File: config.mk
export PLATFORM = sky130hd
export DESIGN_NAME = cfg_par_rx
export DESIGN_NICKNAME = d
export VERILOG_FILES = /design/src/rtl/cfg_par_rx_pkg.sv /design/src/rtl/cfg_par_rx_fsm.sv /design/src/rtl/cfg_par_rx_slot.sv /design/src/rtl/cfg_par_rx_status.sv /design/src/rtl/cfg_par_rx.sv
export SDC_FILE = /design/constraint.sdc
export NUM_CORES = 1
export LEC_CHECK = 0
export BUFFER_PORTS_ARGS = -buffer_cell sky130_fd_sc_hd__buf_4
export CAP_MARGIN = 20
export CORE_AREA = 2 2 39 41
export DETAILED_ROUTE_END_ITERATION = 10
export DIE_AREA = 0 0 41 43
export PLACE_DENSITY_LB_ADDON = 0.08
export SYNTH_ARGS = -nofsm -noshare
export SYNTH_HDL_FRONTEND = slang
export SYNTH_SLANG_ARGS = --single-unit
File: constraint.sdc
create_clock -name clk -period 1.9 [get_ports clk]
set_input_delay 0.285 -clock clk [delete_from_list [all_inputs] [get_ports clk]]
set_output_delay 0.285 -clock clk [all_outputs]
set_load 0.01 [all_outputs]
File: src/rtl/cfg_par_rx_pkg.sv
package cfg_par_rx_pkg;
    typedef enum logic [1:0] {
        ST_IDLE  = 2'd0,
        ST_WRITE = 2'd1,
        ST_READ  = 2'd2,
        ST_ABORT = 2'd3
    } rx_state_t;

    localparam int STAT_ABORT_BIT = 7;
    localparam int STAT_STALL_BIT = 6;
    localparam int STAT_VALID_BIT = 5;
endpackage

File: src/rtl/cfg_par_rx_fsm.sv
module cfg_par_rx_fsm
    import cfg_par_rx_pkg::*;
(
    input  logic      clk,
    input  logic      rst,
    input  logic      sel_n,
    input  logic      wr_n,
    output rx_state_t state,
    output logic      load_req,
    output logic      abort_on
);
    rx_state_t state_q;
    rx_state_t state_d;

    always_ff @(posedge clk) begin
        if (rst) state_q <= ST_IDLE;
        else     state_q <= state_d;
    end

    always_comb begin
        state_d = state_q;
        if (sel_n) begin
            state_d = ST_IDLE;
        end else begin
            unique case (state_q)
                ST_IDLE:  state_d = wr_n ? ST_READ : ST_WRITE;
                ST_WRITE: state_d = wr_n ? ST_ABORT : ST_WRITE;
                ST_READ:  state_d = wr_n ? ST_READ : ST_ABORT;
                ST_ABORT: state_d = ST_ABORT;
            endcase
        end
    end

    always_comb begin
        load_req = 1'b0;
        abort_on = 1'b0;
        unique case (state_q)
            ST_IDLE:  load_req = !sel_n && !wr_n;
            ST_WRITE: load_req = !sel_n && !wr_n;
            ST_READ:  load_req = 1'b0;
            ST_ABORT: abort_on = 1'b1;
        endcase
    end

    assign state = state_q;
endmodule

File: src/rtl/cfg_par_rx_slot.sv
module cfg_par_rx_slot #(
    parameter int DATA_W = 8
) (
    input  logic              clk,
    input  logic              rst,
    input  logic              load_req,
    input  logic [DATA_W-1:0] din,
    output logic              stall,
    output logic [DATA_W-1:0] dout,
    output logic              dout_valid,
    input  logic              dout_ready
);
    logic [DATA_W-1:0] data_q;
    logic              valid_q;
    logic              accept;
    logic              drain;

    assign stall  = valid_q && !dout_ready;
    assign drain  = valid_q && dout_ready;
    assign accept = load_req && !stall;

    always_ff @(posedge clk) begin
        if (rst) begin
            data_q  <= '0;
            valid_q <= 1'b0;
        end else begin
            if (accept) begin
                data_q  <= din;
                valid_q <= 1'b1;
            end else if (drain) begin
                valid_q <= 1'b0;
            end
        end
    end

    assign dout       = data_q;
    assign dout_valid = valid_q;
endmodule

File: src/rtl/cfg_par_rx_status.sv
module cfg_par_rx_status
    import cfg_par_rx_pkg::*;
#(
    parameter int DATA_W = 8
) (
    input  logic              sel_n,
    input  logic              wr_n,
    input  logic              abort_on,
    input  logic              stall,
    input  logic              valid,
    output logic [DATA_W-1:0] q,
    output logic              oe
);
    always_comb begin
        q = '0;
        q[STAT_ABORT_BIT] = abort_on;
        q[STAT_STALL_BIT] = stall;
        q[STAT_VALID_BIT] = valid;
    end

    assign oe = !sel_n && wr_n;
endmodule

File: src/rtl/cfg_par_rx.sv
module cfg_par_rx
    import cfg_par_rx_pkg::*;
#(
    parameter int DATA_W = 8
) (
    input  logic              clk,
    input  logic              rst,
    input  logic [DATA_W-1:0] host_d,
    input  logic              sel_n,
    input  logic              wr_n,
    output logic              stall,
    output logic [DATA_W-1:0] host_q,
    output logic              host_oe,
    output logic [DATA_W-1:0] cfg_byte,
    output logic              cfg_valid,
    input  logic              cfg_ready,
    output logic              abort_flag
);
    rx_state_t state;
    logic      load_req;
    logic      abort_on;

    cfg_par_rx_fsm u_fsm (
        .clk      (clk),
        .rst      (rst),
        .sel_n    (sel_n),
        .wr_n     (wr_n),
        .state    (state),
        .load_req (load_req),
        .abort_on (abort_on)
    );

    cfg_par_rx_slot #(.DATA_W(DATA_W)) u_slot (
        .clk        (clk),
        .rst        (rst),
        .load_req   (load_req),
        .din        (host_d),
        .stall      (stall),
        .dout       (cfg_byte),
        .dout_valid (cfg_valid),
        .dout_ready (cfg_ready)
    );

    cfg_par_rx_status #(.DATA_W(DATA_W)) u_stat (
        .sel_n    (sel_n),
        .wr_n     (wr_n),
        .abort_on (abort_on),
        .stall    (stall),
        .valid    (cfg_valid),
        .q        (host_q),
        .oe       (host_oe)
    );

    assign abort_flag = abort_on;
endmodule

== Word-level counts from Yosys, hierarchy flattened ==
Index checks and enable logic that the tools add are counted.
W data, S select, Z words.

* Register bits: 11
* Logic and storage cells: 27

* Eq/ne operators: 3
* Multiplexer cells: 8
* Reductions and logical operators: 13

{| class="wikitable"
|+ Operators by type and width
! operator !! number
|-
| $pmux W2 S4 || 1
|-
| $logic_and A1 B1 Y1 || 5
|-
| $mux W1 || 5
|-
| $eq A2 B2 Y1 const B || 2
|-
| $logic_not A1 Y1 || 4
|-
| $mux W2 || 2
|-
| $reduce_or A2 Y1 || 2
|-
| $eq A2 B1 Y1 const B || 1
|-
| $logic_not A2 Y1 || 1
|-
| $reduce_bool A2 Y1 || 1
|}

== Longest topological paths before layout ==
Gate-level depths: netlist (run 1).

* Depth after elaboration: 5
* Gate-level depth with buffers: 4
* Gate-level depth less buffers: 3

== Hierarchy ==
From an unflattened synthesis (run 1), not the netlist that was laid out.

* Cell total of the unflattened synthesis: 57
* Area, all modules: 565.5 um^2

{| class="wikitable"
|+ By module, submodules not included
! module !! cells an instance !! area each (um^2) !! instances !! sequential area each (um^2)
|-
| cfg_par_rx_slot || 39 || 405.4 || 1 || 180.2
|-
| cfg_par_rx_fsm || 8 || 82.6 || 1 || 40.0
|-
| cfg_par_rx_status || 10 || 77.6 || 1 || 0.0
|}

== Least setup slack after synthesis (run 1) ==
OpenSTA, ideal clock, no wires.

* Path kind: reg-to-output
* Start point: reg u_slot.valid_q (netlist: u_slot.dout_valid)
* End point: out host_q[6]
* Slack: 0.814 ns
* Arrival: 0.801 ns
* Stages on the path, launching flop included: 3
* Required time: 1.615 ns
* Buffers on the path: 1
* Path through: dfxtp_1 nor2b_2 buf_4

* Longest elaborated chain between the ends: 1

{| class="wikitable"
|+ Ends and longest elaborated chain
! what !! RTL line !! text
|-
| start: declaration || cfg_par_rx_slot.sv:14 || <nowiki>logic valid_q;</nowiki>
|-
| start signal: assignment || cfg_par_rx_slot.sv:25 || <nowiki>valid_q <= 1'b0;</nowiki>
|-
| start signal: assignment || cfg_par_rx_slot.sv:29 || <nowiki>valid_q <= 1'b1;</nowiki>
|-
| start signal: assignment || cfg_par_rx_slot.sv:31 || <nowiki>valid_q <= 1'b0;</nowiki>
|-
| $logic_and A1 B1 Y1 || cfg_par_rx_slot.sv:18 || <nowiki>assign stall = valid_q && !dout_ready;</nowiki>
|-
| end: declaration || cfg_par_rx.sv:12 || <nowiki>output logic [DATA_W-1:0] host_q,</nowiki>
|}

No other way between the ends.

== Worst setup path after layout (run 1) ==
* Start point: reg u_fsm.state_q[1] (netlist: u_fsm.state[1])
* End point: reg u_slot.data_q[5] (netlist: u_slot.dout[5])

* Longest elaborated chain between the ends: 4

{| class="wikitable"
|+ Ends and longest elaborated chain
! what !! RTL line !! text
|-
| start: declaration || cfg_par_rx_fsm.sv:12 || <nowiki>rx_state_t state_q;</nowiki>
|-
| start signal: assignment || cfg_par_rx_fsm.sv:17 || <nowiki>else state_q <= state_d;</nowiki>
|-
| $eq A2 B1 Y1 or $logic_not A2 Y1 (tied branches) || cfg_par_rx_fsm.sv:37 || <nowiki>unique case (state_q)</nowiki>
|-
| $reduce_or A2 Y1 (no line) (*) || n/a ||
|-
| $mux W1 (*) || n/a ||
|-
| $logic_and A1 B1 Y1 (*) || cfg_par_rx_slot.sv:20 || <nowiki>assign accept = load_req && !stall;</nowiki>
|-
| end signal: assignment || cfg_par_rx_slot.sv:28 || <nowiki>data_q <= din;</nowiki>
|-
| end: declaration || cfg_par_rx_slot.sv:13 || <nowiki>logic [DATA_W-1:0] data_q;</nowiki>
|}

Every way passes the cells marked *; elsewhere a longest branch is shown, timed or not.
A chain may end at the register's enable or synchronous reset.

==> flow_summary.json, run 1 <==
{
  "powerDensity_mw_per_mm2": 675.7,
  "first_pass_iters": 4,
  "rsz0062_at_grt": "no",
  "rows": 14,
  "ant_nets": 0,
  "die_h_microns": 43,
  "power_leakage_nw": 0.3411,
  "wire_per_inst_microns": 9.551,
  "setup_viol": 0,
  "outcome": "finished clean",
  "drv_slew": 0,
  "startpoint_type": "register",
  "drt-initial-drc-count": 3,
  "cpPeakStageDelay_ps": 490,
  "num_antenna_cells": 0,
  "crit_type": "reg -> reg",
  "max_freq_mhz": 757.4,
  "grt_overflow_total": 0,
  "core_sq_mm": 0.001384,
  "worstHoldPathType": "in -> reg",
  "path_cells": "nor3_2 > nor2b_2 > mux2i_1",
  "crit_fanout": 8,
  "synthToLayoutAreaGrowth_pct": 33.56,
  "ff2ff_path_depth": 3,
  "regToRegStartpoint": "u_fsm.state[1]",
  "first_global_vias": 371,
  "cp_top_family": "simple AND/OR/NAND/NOR gates",
  "multiInputGateArea_sq_um": 264.0,
  "clock_path_buffers": 2,
  "skew_ps": 4.710,
  "min_period_over_period_pct": 69.49,
  "rrSetupSlack_ps": 580,
  "hold_start": "sel_n",
  "holdPathStages": 2,
  "drc_errors": 0,
  "worst_pin_slew_ps": 516.5,
  "finalPower_mw": 0.4979,
  "nets": 96,
  "die_w_microns": 41,
  "ctsResizeCount": 0,
  "port_buffers": 27,
  "synth_seq_cells": 11,
  "grt_max_degree": 20,
  "final_cells": 98,
  "hold-worst-slack_ps": 214.2,
  "synth.distinct_cells": 15,
  "via_per_inst": 4.245,
  "final.setup.tns_ps": 0,
  "path_buf_inv": 0,
  "yosysSeqAreaShare_pct": 39.91,
  "fillers": 136,
  "yosysWarnings": 0,
  "dpl.cell_count": 94,
  "cts-buffers-inserted": 3,
  "critPathRequiredTime_ps": 2100,
  "slew_headroom_pct": 65.41,
  "dieArea_sq_mm": 0.001763,
  "clkTransAtPathRegs_ps": 70,
  "grt_use_total_pct": 11.92,
  "cts.sinks": 11,
  "grt_pass1_wl_microns": 1421,
  "crit_slowest_cell": "nor2b_2",
  "holdPathEnd": "u_fsm.state[1]",
  "syn_inst": 58,
  "worstPathArrival_ps": 1520,
  "drv_cap": 0,
  "clkLatencyLatePin_ps": 270,
  "vias": 416,
  "antenna_found_initial": 0,
  "cts_root_buf": "clkbuf_4",
  "hold_viol_final": 0,
  "register_area_sq_um": 220.2,
  "r2r-end": "u_slot.dout[5]",
  "dp.final_hpwl_microns": 701.5,
  "post-route-min-period_ps": 1320,
  "vdd_drop_max_uv": 312.1,
  "postCtsSetupBuffers": 0,
  "syn_area_sq_um": 551.8,
  "syn_area_per_cell_sq_um": 9.513,
  "holdBufCountCts": 0,
  "cts-htree-levels": 1,
  "layout-drive-gt1-share_pct": 41.46,
  "pin_count": 33,
  "gp_congestion": 0.6139,
  "drt_wl_total_microns": 936,
  "cts_tree": "built",
  "cp-end-kind": "register",
  "start_util_pct": 39.87
}
-- stage by stage --
| step | util (%) | setup slack [ps] | cell area, sq um |
|---|---|---|---|
| 3_3_place_gp | 51.36 | 506.4 | 710.7 |
| 4_1_cts | 53.25 | 550.8 | 737.0 |
| 5_1_grt | 53.25 | 448.3 | 737.0 |
| 6_report | 53.25 | 579.7 | 737.0 |
| 3_5_place_dp | 51.36 | 503.4 | 710.7 |
| 2_1_floorplan | - | 814.4 | 566.8 |
-- how the worst max path moves through the flow --
stage / endpoint / slack (ps) / startpoint / depth (start not counted)
after floorplan: host_q[6] / 810 / u_slot.dout_valid / 2
after global placement: u_slot.dout[0] / 510 / wr_n / 4
after detailed placement: u_slot.dout[0] / 500 / wr_n / 4
after CTS: u_slot.dout[5] / 550 / u_fsm.state[1] / 3
after global routing: u_slot.dout[1] / 450 / u_fsm.state[1] / 3
final: u_slot.dout[5] / 580 / u_fsm.state[1] / 3
-- cell usage after synthesis --
library cell / n / share of area [%]
mux2i_1: 8 / 15
buf_4: 8 / 11
and2_2: 1 / 1.4
nor2b_1: 1 / 1.1
nor2_1: 3 / 2.0
dfxtp_1: 11 / 40
clkbuf_1: 2 / 1.4
inv_1: 1 / 0.68
nor3_1: 1 / 0.91
nor3_2: 1 / 1.8
buf_6: 1 / 2.0
nor2b_2: 2 / 3.2
conb_1: 1 / 0.68
a211oi_1: 1 / 1.4
nand2b_1: 16 / 18
-- where the power goes --
part	internal (mW)	switching [mW]	leakage, nW
combinational	0.0505	0.0378	0.236
clock	0.0812	0.0799	0.0150
sequential	0.242	0.00624	0.0900
-- state kept, by name, summed over array words and instances (netlist names) --
register / flops
u_slot.dout_valid: 1
u_slot.dout: 8
u_fsm.state: 2
-- layout by cell type, fill, tap and decap left out, drive strengths merged --
master and n:
mux2i 8, nor2b 3, clkbuf 4, conb 5, buf 27, a211oi 1
nor3 2, nor2 3, nand2b 16, and2 1, dfxtp 11, inv 1
-- layout make-up --
| class | instances | area share (%) |
|---|---|---|
| multi-input cells | 39 | 35.82 |
| flip-flops and latches | 11 | 29.88 |
| repair buffers | 27 | 27.50 |
| clock buffers | 4 | 3.565 |
| well taps | 16 | 2.716 |
| inverters | 1 | 0.5093 |
-- cells by family after synthesis --
group	count (synthesis)	share of synthesized area, %
buffers and inverters	12	14.97
other	1	0.6796
multiplexers	8	14.51
flip-flops	11	39.91
AO/OA/AOI/OAI	1	1.361
AND/OR/NAND/NOR	25	28.57
-- metal layers --
| layer | vias to the layer above | GRT usage, % | part of all wire [%] | routed length (microns) |
|---|---|---|---|---|
| met5 | - | 0 | 0 | 0 |
| met4 | 0 | 8.000 | 0 | 0 |
| met3 | 0 | 3.141 | 7.9 | 74 |
| met2 | 17 | 16.56 | 48 | 453 |
| met1 | 183 | 15.41 | 44 | 408 |
| li1 | 216 | - | - | - |
-- worst register-to-register path, delay by kind of cell, from the launching register on --
family	cells	cell delay [ps]
DFF	1	330
muxes	1	250
and+or+nand+nor	2	680
Power figures use the tool's default switching activity.
==> run 2: changes to the inputs <==
--- a/config.mk
+++ b/config.mk
@@ -7,9 +7,9 @@
 export LEC_CHECK = 0
 export BUFFER_PORTS_ARGS = -buffer_cell sky130_fd_sc_hd__buf_4
 export CAP_MARGIN = 20
-export CORE_AREA = 2 2 39 41
+export CORE_MARGIN = 1.5
+export CORE_UTILIZATION = 40
 export DETAILED_ROUTE_END_ITERATION = 10
-export DIE_AREA = 0 0 41 43
 export PLACE_DENSITY_LB_ADDON = 0.08
 export SYNTH_ARGS = -nofsm -noshare
 export SYNTH_HDL_FRONTEND = slang
==> constraint.sdc (replaced) <==
create_clock -name clk -period 1.3 [get_ports clk]
set_input_delay 0.195 -clock clk [delete_from_list [all_inputs] [get_ports clk]]
set_output_delay 0.195 -clock clk [all_outputs]
set_load 0.01 [all_outputs]
==> flow_summary.json, run 2 (synthesis results as in run 1) <==
{
  "outcome": "finished clean",
  "clkTransAtPathRegs_ps": 70,
  "drt_wl_total_microns": 916,
  "pin_count": 33,
  "via_per_inst": 4.273,
  "power_leakage_nw": 0.3515,
  "post_dp_cell_area_sq_um": 724.4,
  "fillers": 123,
  "powerDensity_mw_per_mm2": 968.6,
  "holdPathStages": 2,
  "setup_viol": 0,
  "core_sq_mm": 0.001301,
  "rsz0062_at_grt": "no",
  "vdd_drop_max_uv": 548.6,
  "dieArea_sq_mm": 0.001611,
  "first_global_vias": 320,
  "path_cells": "nor2b_2 > buf_4",
  "final_cells": 99,
  "cts-buffers-inserted": 3,
  "num_antenna_cells": 0,
  "startpoint_type": "register",
  "drv_slew": 0,
  "cpPeakStageDelay_ps": 350,
  "dp.final_hpwl_microns": 695.4,
  "max_freq_mhz": 853.8,
  "drv_cap": 0,
  "grt_max_degree": 20,
  "worstHoldPathType": "in -> reg",
  "final_cell_mix": "29 x buf_4, 16 x nand2b_1, 11 x dfxtp_1",
  "cts_tree": "built",
  "layout-drive-gt1-share_pct": 42.86,
  "layout_commonest_cell": "buf_4",
  "die_h_microns": 40.14,
  "register_area_sq_um": 220.2,
  "port_buffers": 27,
  "grt_overflow_total": 0,
  "synthToLayoutAreaGrowth_pct": 36.05,
  "gp_congestion": 0.6257,
  "ctsResizeCount": 0,
  "ant_nets": 0,
  "holdPathEnd": "u_fsm.state[0]",
  "rows": 13,
  "clkLatencyLatePin_ps": 260,
  "drc_errors": 0,
  "nets": 98,
  "holdBufCountCts": 0,
  "grt_use_total_pct": 12.76,
  "final.setup.tns_ps": 0,
  "skew_ps": 3.793,
  "worstPathArrival_ps": 980,
  "critPathRequiredTime_ps": 1110,
  "vias": 423,
  "cts_root_buf": "clkbuf_4",
  "rrSetupSlack_ps": 170,
  "grt_pass1_wl_microns": 1283,
  "first_pass_iters": 3,
  "cts.sinks": 11,
  "crit_fanout": 4,
  "multiInputGateArea_sq_um": 264.0,
  "regToRegStartpoint": "u_fsm.state[1]",
  "die_w_microns": 40.14,
  "antenna_found_initial": 0,
  "ff2ff_path_depth": 4,
  "fin_area_sq_um": 750.7,
  "min_period_over_period_pct": 90.10,
  "postCtsSetupBuffers": 0,
  "drt-initial-drc-count": 4,
  "start_util_pct": 42.40,
  "hold_viol_final": 0,
  "dpl.cell_count": 95,
  "post-route-min-period_ps": 1171,
  "path_buf_inv": 1,
  "cp_top_family": "flip-flops",
  "finalPower_mw": 0.7271,
  "r2r-end": "u_slot.dout[5]",
  "hold_start": "sel_n",
  "crit_slowest_cell": "dfxtp_1",
  "cts-htree-levels": 1,
  "wire_per_inst_microns": 9.253,
  "clock_path_buffers": 2,
  "cp-end-kind": "primary output",
  "crit_type": "reg -> out",
  "largest_reg_flops": 8
}
-- run 2: cell types whose count changed in the layout (fill, tap and decap cells not counted) --
cell,delta
buf_4,+2
-- run 2: metrics by stage --
stage	utilization [%]	worst slack (ps)	hold WS (ps)
final	57.69	128.8	122.5
after global routing	57.69	51.20	131.8
after CTS	57.69	109.1	115.6
after detailed placement	55.67	174.6	403.4
after global placement	55.67	175.7	402.7
after floorplan	-	229.8	273.5
-- run 2: how the worst max path moves through the flow --
stage	from	end	slack, ps	depth (start not counted)
after floorplan	u_slot.dout_valid	u_slot.dout[0]	230	4
after global placement	u_fsm.state[1]	u_slot.dout[5]	180	4
after detailed placement	u_fsm.state[1]	u_slot.dout[5]	170	4
after CTS	u_slot.dout_valid	host_q[6]	110	2
after global routing	u_fsm.state[1]	u_slot.dout[5]	50	4
final	u_slot.dout_valid	host_q[6]	130	2
-- run 2: per-layer routing --
| layer | global-route usage (%) | up-vias | wire length, microns |
|---|---|---|---|
| met5 | 0 | - | 0 |
| met4 | 12.93 | 0 | 12 |
| met3 | 1.667 | 2 | 83 |
| met2 | 19.35 | 19 | 411 |
| met1 | 14.97 | 180 | 408 |
| li1 | - | 222 | - |
-- run 2: power breakdown --
group          switching, mW  leakage [nW]  internal (mW)
Sequential           0.00954        0.0900          0.354
Clock                  0.111        0.0150          0.119
Combinational         0.0558         0.246         0.0779
Total                  0.176         0.351          0.551
-- run 2: layout make-up --
type                            instances  area share, %
Multi-Input combinational cell         39          35.17
Sequential cell                        11          29.33
Timing Repair Buffer                   29          29.00
Clock buffer                            4          3.500
Tap cell                               15          2.500
Inverter                                1         0.5000
==> run 3: changes to the inputs <==
--- a/config.mk
+++ b/config.mk
@@ -5,12 +5,14 @@
 export SDC_FILE = /design/constraint.sdc
 export NUM_CORES = 1
 export LEC_CHECK = 0
-export BUFFER_PORTS_ARGS = -buffer_cell sky130_fd_sc_hd__buf_4
+export BUFFER_PORTS_ARGS = -buffer_cell sky130_fd_sc_hd__buf_2
 export CAP_MARGIN = 20
 export CORE_MARGIN = 1.5
 export CORE_UTILIZATION = 40
 export DETAILED_ROUTE_END_ITERATION = 10
 export PLACE_DENSITY_LB_ADDON = 0.08
+export RECOVER_POWER = 25
+export SLEW_MARGIN = 10
 export SYNTH_ARGS = -nofsm -noshare
 export SYNTH_HDL_FRONTEND = slang
 export SYNTH_SLANG_ARGS = --single-unit
==> flow_summary.json, run 3 (synthesis results as in run 1) <==
{
  "outcome": "finished clean",
  "min_period_over_period_pct": 90.60,
  "worstPathArrival_ps": 980,
  "grt_use_total_pct": 12.93,
  "final_cell_mix": "24 x buf_2, 16 x nand2b_1, 11 x dfxtp_1",
  "clkTransAtPathRegs_ps": 70,
  "critPathRequiredTime_ps": 1110,
  "powerDensity_mw_per_mm2": 1042,
  "pin_count": 33,
  "final_util_pct": 52.60,
  "vias": 420,
  "skew_ps": 5.180,
  "grt_pass1_wl_microns": 1262,
  "cts_tree": "built",
  "dieArea_sq_mm": 0.001611,
  "cp-end-kind": "primary output",
  "grt_max_degree": 20,
  "largest_reg_flops": 8,
  "worstHoldPathType": "in -> reg",
  "rows": 13,
  "start_util_pct": 42.40,
  "startpoint_type": "register",
  "worst_slack_ps": 122.2,
  "p_comb_share_pct": 16.2,
  "cts_root_buf": "clkbuf_4",
  "post-route-min-period_ps": 1178,
  "setup_viol": 0,
  "clkPwrFrac_pct": 33.0,
  "finalPower_mw": 0.7128,
  "gp_congestion": 0.5917,
  "die_h_microns": 40.14,
  "crit_type": "reg -> out",
  "die_w_microns": 40.14,
  "pwr-share-seq_pct": 50.9,
  "clkLatencyLatePin_ps": 270,
  "holdBufCountCts": 0,
  "post_dp_cell_area_sq_um": 661.9,
  "synthToLayoutAreaGrowth_pct": 24.04,
  "power_leakage_nw": 0.3268,
  "clock_path_buffers": 2,
  "first_global_vias": 307,
  "port_buffers": 27,
  "max_freq_mhz": 849.1,
  "wire_per_inst_microns": 9.153,
  "place_worst_setup_slack_ps": 186.7,
  "grt_overflow_total": 0,
  "postCtsSetupBuffers": 0,
  "drt_wl_total_microns": 897,
  "num_antenna_cells": 0,
  "layout_commonest_cell": "buf_2",
  "rsz0062_at_grt": "no",
  "crit_fanout": 4,
  "fillers": 140,
  "switching_power_mw": 0.1813,
  "antenna_found_initial": 0,
  "final.setup.tns_ps": 0,
  "core_sq_mm": 0.001301,
  "layout-drive-gt1-share_pct": 38.55,
  "ctsResizeCount": 0,
  "drc_errors": 0,
  "dpl.cell_count": 94,
  "drv_cap": 0,
  "cts-htree-levels": 1,
  "final_cells": 98,
  "hold_viol_final": 0,
  "fin_area_sq_um": 684.4,
  "drv_slew": 0,
  "first_pass_iters": 2,
  "switching_share_pct": 25.43,
  "hold-worst-slack_ps": 139.3,
  "drt-initial-drc-count": 2,
  "p_int_mw": 0.5316,
  "cts-buffers-inserted": 3,
  "via_per_inst": 4.286,
  "ant_nets": 0,
  "cts.sinks": 11,
  "vdd_drop_max_uv": 577.8,
  "nets": 97
}
==> run 3: metal layers <==
| metal | up-vias | wire length, microns | track usage [%] | part of all wire (%) |
|---|---|---|---|---|
| met2 | 23 | 389 | 17.34 | 43 |
| met4 | 0 | 14 | 10.34 | 1.6 |
| met5 | - | 0 | 0 | 0 |
| met1 | 176 | 404 | 14.09 | 45 |
| li1 | 219 | - | - | - |
| met3 | 2 | 88 | 8.333 | 9.8 |
==> run 3: critical path: stages, from the launching register on <==
cell     delay [ps]
dfxtp_1         340
nor2b_2         220
buf_2           160
==> run 3: cell type report <==
cell class / count / area, sq um / share of cell area (%)
Sequential cell: 11 / 220.2 / 32.18
Clock buffer: 4 / 26.28 / 3.839
Timing Repair Buffer: 28 / 151.4 / 22.12
Tap cell: 15 / 18.77 / 2.742
Multi-Input combinational cell: 39 / 264.0 / 38.57
Inverter: 1 / 3.754 / 0.5484
==> run 3: worst paths after layout <==
| path | from | cells past startpoint | end | slack, ps |
|---|---|---|---|---|
| hold / removal | sel_n | 2 | u_fsm.state[0] | 140 |
| hold reg to reg | u_fsm.state[0] | 2 | u_fsm.state[0] | 460 |
| setup / recovery | u_slot.dout_valid | 2 | host_q[6] | 120 |
| setup reg to reg | u_fsm.state[1] | 4 | u_slot.dout[6] | 150 |
==> run 3: power groups by stage <==
stage | logic (mW) | clock network [mW] | registers [mW]
finish | 0.115 | 0.235 | 0.363
global route | 0.128 | 0.263 | 0.365
CTS | 0.118 | 0.246 | 0.363
detailed placement | 0.117 | 0 | 0.370
global placement | 0.117 | 0 | 0.370
floorplan | 0.0766 | 0 | 0.377
